### config.mk
export PLATFORM = sky130hd
export DESIGN_NAME = bist_sweep_top
export DESIGN_NICKNAME = d
export VERILOG_FILES = /design/src/rtl/bist_pkg.sv /design/src/rtl/sweep_lfsr.sv /design/src/rtl/golden_rom.sv /design/src/rtl/resp_cmp.sv /design/src/rtl/bist_sweep_top.sv
export SDC_FILE = /design/constraint.sdc
export NUM_CORES = 1
export LEC_CHECK = 0
export BUFFER_PORTS_ARGS = -buffer_cell sky130_fd_sc_hd__buf_2
export CAP_MARGIN = 30
export CORE_MARGIN = 1
export CORE_UTILIZATION = 52
export DETAILED_ROUTE_END_ITERATION = 16
export PLACE_DENSITY = 0.75
export REMOVE_ABC_BUFFERS = 1
export SLEW_MARGIN = 20
export SYNTH_ARGS = -nofsm -noshare
export SYNTH_HDL_FRONTEND = slang
export SYNTH_SLANG_ARGS = --single-unit
### constraint.sdc
create_clock -name clk -period 1.65 [get_ports clk]
set_input_delay 0.2475 -clock clk [delete_from_list [all_inputs] [get_ports clk]]
set_output_delay 0.2475 -clock clk [all_outputs]
set_load 0.05 [all_outputs]
### src/rtl/bist_pkg.sv
package bist_pkg;
    localparam int PAT_W = 3;
    localparam int RSP_W = 5;
    localparam int NVEC  = 1 << PAT_W;

    typedef enum logic [0:0] {
        ST_IDLE = 1'b0,
        ST_RUN  = 1'b1
    } sweep_st_e;

    // Golden response: pattern bit 2 is a, bit 1 is b, bit 0 is c.
    function automatic logic [RSP_W-1:0] golden_resp(input logic [PAT_W-1:0] v);
        logic a, b, c;
        logic [RSP_W-1:0] r;
        a = v[2];
        b = v[1];
        c = v[0];
        r[0] = (a & ~b & c) ^ (~a & b);
        r[1] = (~a & ~b & c) ^ (a & c);
        r[2] = (a & ~b & c) ^ (b & ~c) ^ (~a & b);
        r[3] = a & c;
        r[4] = (b & ~c) ^ (~a & b) ^ (a & c);
        return r;
    endfunction
endpackage

### src/rtl/sweep_lfsr.sv
module sweep_lfsr #(
    parameter int          W    = bist_pkg::PAT_W,
    parameter logic [W-1:0] TAPS = 3'b110,
    parameter logic [W-1:0] SEED = 3'b001
) (
    input  logic         clk,
    input  logic         rst_n,
    input  logic         load,
    input  logic         adv,
    input  logic         to_zero,
    output logic [W-1:0] pat
);
    logic [W-1:0] pat_d, pat_q;
    logic         fb;

    always_comb begin
        fb    = ^(pat_q & TAPS);
        pat_d = pat_q;
        if (load) begin
            pat_d = SEED;
        end else if (adv) begin
            if (to_zero) pat_d = '0;
            else         pat_d = {pat_q[W-2:0], fb};
        end
    end

    always_ff @(posedge clk or negedge rst_n) begin
        if (!rst_n) pat_q <= SEED;
        else        pat_q <= pat_d;
    end

    assign pat = pat_q;

    // a freshly loaded generator never sits in the lock-up state
    a_r3_seed_nonzero: assert property (@(posedge clk) disable iff (!rst_n)
        $past(load) |-> (pat_q != '0));
endmodule

### src/rtl/golden_rom.sv
module golden_rom #(
    parameter int AW = bist_pkg::PAT_W,
    parameter int DW = bist_pkg::RSP_W
) (
    input  logic [AW-1:0] addr,
    output logic [DW-1:0] data
);
    localparam int DEPTH = 1 << AW;

    logic [DW-1:0] tbl [DEPTH];

    for (genvar i = 0; i < DEPTH; i++) begin : g_ent
        assign tbl[i] = bist_pkg::golden_resp(AW'(i));
    end

    assign data = tbl[addr];
endmodule

### src/rtl/resp_cmp.sv
module resp_cmp #(
    parameter int DW = bist_pkg::RSP_W
) (
    input  logic          clk,
    input  logic          rst_n,
    input  logic          smp_en,
    input  logic          smp_last,
    input  logic          keep,
    input  logic [DW-1:0] exp_rsp,
    input  logic [DW-1:0] obs_rsp,
    output logic          done,
    output logic          fail
);
    typedef struct packed {
        logic          vld;
        logic          last;
        logic [DW-1:0] exp;
        logic [DW-1:0] obs;
        logic          done;
        logic          fail;
    } cmp_t;

    cmp_t s_d, s_q;

    always_comb begin
        s_d      = s_q;
        s_d.vld  = smp_en;
        s_d.last = smp_en & smp_last;
        s_d.exp  = exp_rsp;
        s_d.obs  = obs_rsp;
        s_d.fail = s_q.fail | (s_q.vld & (s_q.exp != s_q.obs));
        s_d.done = s_q.vld & s_q.last & keep;
    end

    always_ff @(posedge clk or negedge rst_n) begin
        if (!rst_n) s_q <= '0;
        else        s_q <= s_d;
    end

    assign done = s_q.done;
    assign fail = s_q.fail;

    a_r6_fail_sticky: assert property (@(posedge clk) disable iff (!rst_n)
        fail |=> fail);

    a_r10_done_single: assert property (@(posedge clk) disable iff (!rst_n)
        done |=> !done);
endmodule

### src/rtl/bist_sweep_top.sv
module bist_sweep_top #(
    parameter int PAT_W = bist_pkg::PAT_W,
    parameter int RSP_W = bist_pkg::RSP_W
) (
    input  logic             clk,
    input  logic             rst_n,
    input  logic             test_mode,
    input  logic             start,
    input  logic [PAT_W-1:0] func_in,
    output logic [PAT_W-1:0] cut_in,
    input  logic [RSP_W-1:0] cut_out,
    output logic             done,
    output logic             fail
);
    import bist_pkg::*;

    localparam int NV    = 1 << PAT_W;
    localparam int CNT_W = PAT_W;
    localparam logic [CNT_W-1:0] LAST_IDX = CNT_W'(NV - 1);
    localparam logic [CNT_W-1:0] ZERO_IDX = CNT_W'(NV - 2);

    typedef struct packed {
        sweep_st_e        st;
        logic [CNT_W-1:0] cnt;
    } ctl_t;

    ctl_t c_d, c_q;

    logic             go, running, load, adv, to_zero, smp_en, smp_last;
    logic [PAT_W-1:0] pat;
    logic [RSP_W-1:0] exp_rsp;

    always_comb begin
        running  = (c_q.st == ST_RUN);
        go       = (c_q.st == ST_IDLE) && start && test_mode;
        load     = go;
        adv      = running && test_mode && (c_q.cnt != LAST_IDX);
        to_zero  = (c_q.cnt == ZERO_IDX);
        smp_en   = running && test_mode;
        smp_last = (c_q.cnt == LAST_IDX);

        c_d = c_q;
        unique case (c_q.st)
            ST_IDLE: begin
                if (go) begin
                    c_d.st  = ST_RUN;
                    c_d.cnt = '0;
                end
            end
            ST_RUN: begin
                if (!test_mode || (c_q.cnt == LAST_IDX)) begin
                    c_d.st = ST_IDLE;
                end else begin
                    c_d.cnt = c_q.cnt + 1'b1;
                end
            end
            default: c_d.st = ST_IDLE;
        endcase
    end

    always_ff @(posedge clk or negedge rst_n) begin
        if (!rst_n) begin
            c_q.st  <= ST_IDLE;
            c_q.cnt <= '0;
        end else begin
            c_q <= c_d;
        end
    end

    sweep_lfsr #(.W(PAT_W)) u_gen (
        .clk     (clk),
        .rst_n   (rst_n),
        .load    (load),
        .adv     (adv),
        .to_zero (to_zero),
        .pat     (pat)
    );

    assign cut_in = test_mode ? pat : func_in;

    golden_rom #(.AW(PAT_W), .DW(RSP_W)) u_rom (
        .addr (pat),
        .data (exp_rsp)
    );

    resp_cmp #(.DW(RSP_W)) u_cmp (
        .clk      (clk),
        .rst_n    (rst_n),
        .smp_en   (smp_en),
        .smp_last (smp_last),
        .keep     (test_mode),
        .exp_rsp  (exp_rsp),
        .obs_rsp  (cut_out),
        .done     (done),
        .fail     (fail)
    );

    // a start seen mid-sweep leaves the vector counter advancing by one
    a_r7_start_ignored: assert property (@(posedge clk) disable iff (!rst_n)
        (running && start && test_mode && (c_q.cnt != LAST_IDX))
        |=> (c_q.cnt == $past(c_q.cnt) + 1'b1) && (c_q.st == ST_RUN));

    // no completion pulse follows a cycle spent outside test mode
    a_r8_abort_no_done: assert property (@(posedge clk) disable iff (!rst_n)
        !test_mode |=> !done);

    // a start outside test mode leaves the controller idle
    a_r9_idle_stays: assert property (@(posedge clk) disable iff (!rst_n)
        ((c_q.st == ST_IDLE) && !test_mode) |=> (c_q.st == ST_IDLE));
endmodule

==> flow_summary_export.csv <==
group,metric,value,unit
status,status,"finished clean",
worst_setup_path,end_kind,"primary output",
worst_setup_path,cp-start-kind,"flip-flop",
power_and_ir_drop,peakVddDrop,0.565,mV
sta,max_freq,643,MHz
finish,fillers,118,
grt,grt_first_pass_wirelength,2450,µm
clock_tree,post_cts_buffers,0,
die,io_pins,17,
die,initial_core_util,58.7,%
die,core,1580,µm²
worst_setup_path,r2r_start,"c_q[0]",
power_and_ir_drop,seqPwrFrac,55.2,%
finish,multi_input_area,368,µm²
finish,seq_area,527,µm²
logic_synthesis,synthCells,72,
grt,grt_use_total,17.8,%
worst_setup_path,criticalPathCategory,"flip-flop to primary output",
die,fp.dieH,44.2,µm
worst_setup_path,crit_start,"u_gen.pat[0]",
finish,fin_nets,111,
grt,grt-busiest-layer,"met2",
worst_setup_path,critPathArrivalTime,1.31,ns
grt,gr-total-overflow,0,
finish,drive_gt1_share,37.0,%
grt,antenna_found_initial,0,
power_and_ir_drop,cellInternalPower,0.837,mW
power_and_ir_drop,p_sw_share,30.5,%
power_and_ir_drop,clockPowerShare,19.9,%
worst_setup_path,crit_fanout,8,
sta,slew_viol_final,0,
finish,syn2layout_area_growth,14.1,%
clock_tree,insertion_delay,0.29,ns
sta,max_slew_margin,69.6,%
route,wl_per_cell,13.1,µm
sta,worst_pin_slew,0.457,ns
power_and_ir_drop,combPwrFrac,25.0,%
grt,grt_max_degree,22,
logic_synthesis,syn_area_per_cell,12.9,µm²
power_and_ir_drop,powerDensity,1140,nW/µm²
sta,setup_viol,0,
finish,layoutNonFillerInstCount,108,
clock_tree,root_buffer,"clkbuf_4",
power_and_ir_drop,power_leakage,0.529,nW
grt,grt_pass1_vias,544,
finish,diodes,0,
sta,skew,0.00196,ns
clock_tree,h-tree-depth,1,
sta,fin_crit,1.55,ns
logic_synthesis,yosysWarnings,0,
logic_synthesis,synth_seq_area_share,56.9,%
sta,worst_slack,0.0952,ns
finish,final_util,67.0,%
placed_design,io_buffers,16,
hold_path,hold_class,"input port to flip-flop",
grt,use_met2,26.5,%
die,dieWidth,44.2,µm
route,drc_errors,0,
placed_design,finalWeightedCongestion,0.795,
route,ant_nets,0,
placed_design,post-place-ws,0.161,ns
power_and_ir_drop,total_power,1.20,mW
logic_synthesis,yosysUniqueCellTypes,26,
hold_path,hold_start,"cut_out[4]",
route,first_pass_iters,5,
grt,use_met3,4.08,%
sta,setup_tns,0,ns
grt,met1_usage,24.3,%
flow_run,maxCapViolCount,0,
clock_tree,cts_tree,"yes",
route,via_count,548,
die,dieArea,1950,µm²
clock_tree,clk_pin_slew_worst_paths,0.11,ns
sta,period_share,94.2,%
clock_tree,numCtsBuffers,3,
power_and_ir_drop,p_sw,0.367,mW
route,wl,1410,µm
die,rows,14,
sta,hold_viol,0,
logic_synthesis,ys_seq_elements,21,
route,post_drt_via_cell_ratio,5.07,
placed_design,dp_cells,103,
route,drt_iter0_markers,5,
clock_tree,cts_sinks,21,
sta,rsz0062_at_grt,"no",
logic_synthesis,syn_area,926,µm²
worst_setup_path,worst_ep_required_time,1.40,ns
clock_tree,clk_path_buf_depth,2,
## metrics by stage
| step | instance area, µm² | hold slack (ns) |
|---|---|---|
| 3_3_place_gp | 1020 | 0.218 |
| 2_1_floorplan | 910 | -0.0481 |
| 5_1_grt | 1060 | 0.0245 |
| 4_1_cts | 1050 | 0.0406 |
| 3_5_place_dp | 1020 | 0.222 |
| 6_report | 1060 | 0.0480 |
## logic make-up (layout without fill, tap and decap cells)
| logic type | Yosys count | count (layout) | share of synthesized area [%] |
|---|---|---|---|
| xor gates and xnor gates | 6 | 6 | 5.68 |
| buffers and inverters | 6 | 26 | 3.38 |
| adders and majority gates | 6 | 6 | 8.11 |
| muxes | 6 | 6 | 7.57 |
| AOI/OAI and AO/OA | 8 | 8 | 5.54 |
| DFF | 21 | 21 | 56.9 |
| and+or+nand+nor | 19 | 19 | 12.8 |
## cells in the mapped netlist
master	instances	area (µm²)
a21oi_1	4	20.0
a22o_1	1	8.76
a41oi_1	1	8.76
and2_1	1	6.26
and2_2	1	7.51
and3_2	2	15.0
and3b_4	2	25.0
buf_2	1	5.00
buf_6	1	11.3
dfrtp_1	20	500
dfstp_2	1	26.3
ha_1	6	75.1
inv_1	3	11.3
inv_2	1	3.75
mux2_2	5	56.3
mux2i_2	1	13.8
nand2_1	5	18.8
nand3_1	3	15.0
nand3b_1	1	7.51
nor2_1	2	7.51
nor2_4	1	11.3
nor3_1	1	5.00
o21ai_0	1	5.00
o2bb2ai_1	1	8.76
xnor2_1	3	26.3
xor2_1	3	26.3
## worst max-delay path, stage by stage, from the launching register on
cell and delay (ns):
dfstp_2 0.61, mux2_2 0.18, clkbuf_4 0.22
## state kept, by name, summed over array words and instances (netlist names)
signal / count
u_cmp.fail: 1
u_cmp.done: 1
u_gen.pat: 3
u_cmp.s_q: 12
running: 1
c_q: 3
## area by class of cell
class,count,share of cell area [%]
Inverter,4,1.42
Multi-Input combinational cell,45,34.8
Clock buffer,4,2.49
Timing Repair Buffer,18,9.48
Sequential cell,21,49.9
Tap cell,16,1.90
## layer usage
metal | vias up | share of wire [%] | wire length, µm
li1 | 285 | - | -
met2 | 11 | 46 | 656
met5 | - | 0 | 0
met3 | 4 | 3.5 | 49
met4 | 0 | 1.6 | 23
met1 | 248 | 48 | 681
## cell usage in the layout, fill, tap and decap left out, drive strengths merged
cell / synthesis / final
o2bb2ai: 1 / 1
xor2: 3 / 3
nand3b: 1 / 1
inv: 4 / 4
nand2: 5 / 5
nand3: 3 / 3
a41oi: 1 / 1
buf: 2 / 16
dfstp: 1 / 1
nor3: 1 / 1
and3b: 2 / 2
ha: 6 / 6
and2: 2 / 2
clkbuf: 0 / 5
dfrtp: 20 / 20
a22o: 1 / 1
a21oi: 4 / 4
dlygate4sd3: 0 / 1
mux2: 5 / 5
mux2i: 1 / 1
xnor2: 3 / 3
o21ai: 1 / 1
nor2: 3 / 3
and3: 2 / 2
## repair_timing
item	4_1_cts	5_1_grt
setup endpoints to repair	0	1
hold buffers	1	0
endpoints found under the hold margin	20	0
gates resized for setup	0	1
## final timing paths
path / to / slack, ns / cells past startpoint
setup / recovery: cut_in[0] / 0.1 / 2
hold reg to reg: u_cmp.done / 0.52 / 1
max in group asynchronous: u_gen.pat[0] / 0.89 / 2
min in group asynchronous: u_cmp.s_q[12] / 0.42 / 2
setup reg to reg: c_q[2] / 0.15 / 5
hold / removal: u_cmp.s_q[6] / 0.05 / 1
## power groups by stage
| stage | logic, mW | registers, mW | clock network, mW |
|---|---|---|---|
| floorplan | 0.218 | 0.669 | 0 |
| finish | 0.301 | 0.664 | 0.239 |
| CTS | 0.303 | 0.665 | 0.251 |
| detailed placement | 0.299 | 0.675 | 0 |
| global route | 0.342 | 0.677 | 0.275 |
| global placement | 0.291 | 0.674 | 0 |
Note: power is estimated with default switching activity, not from simulation.
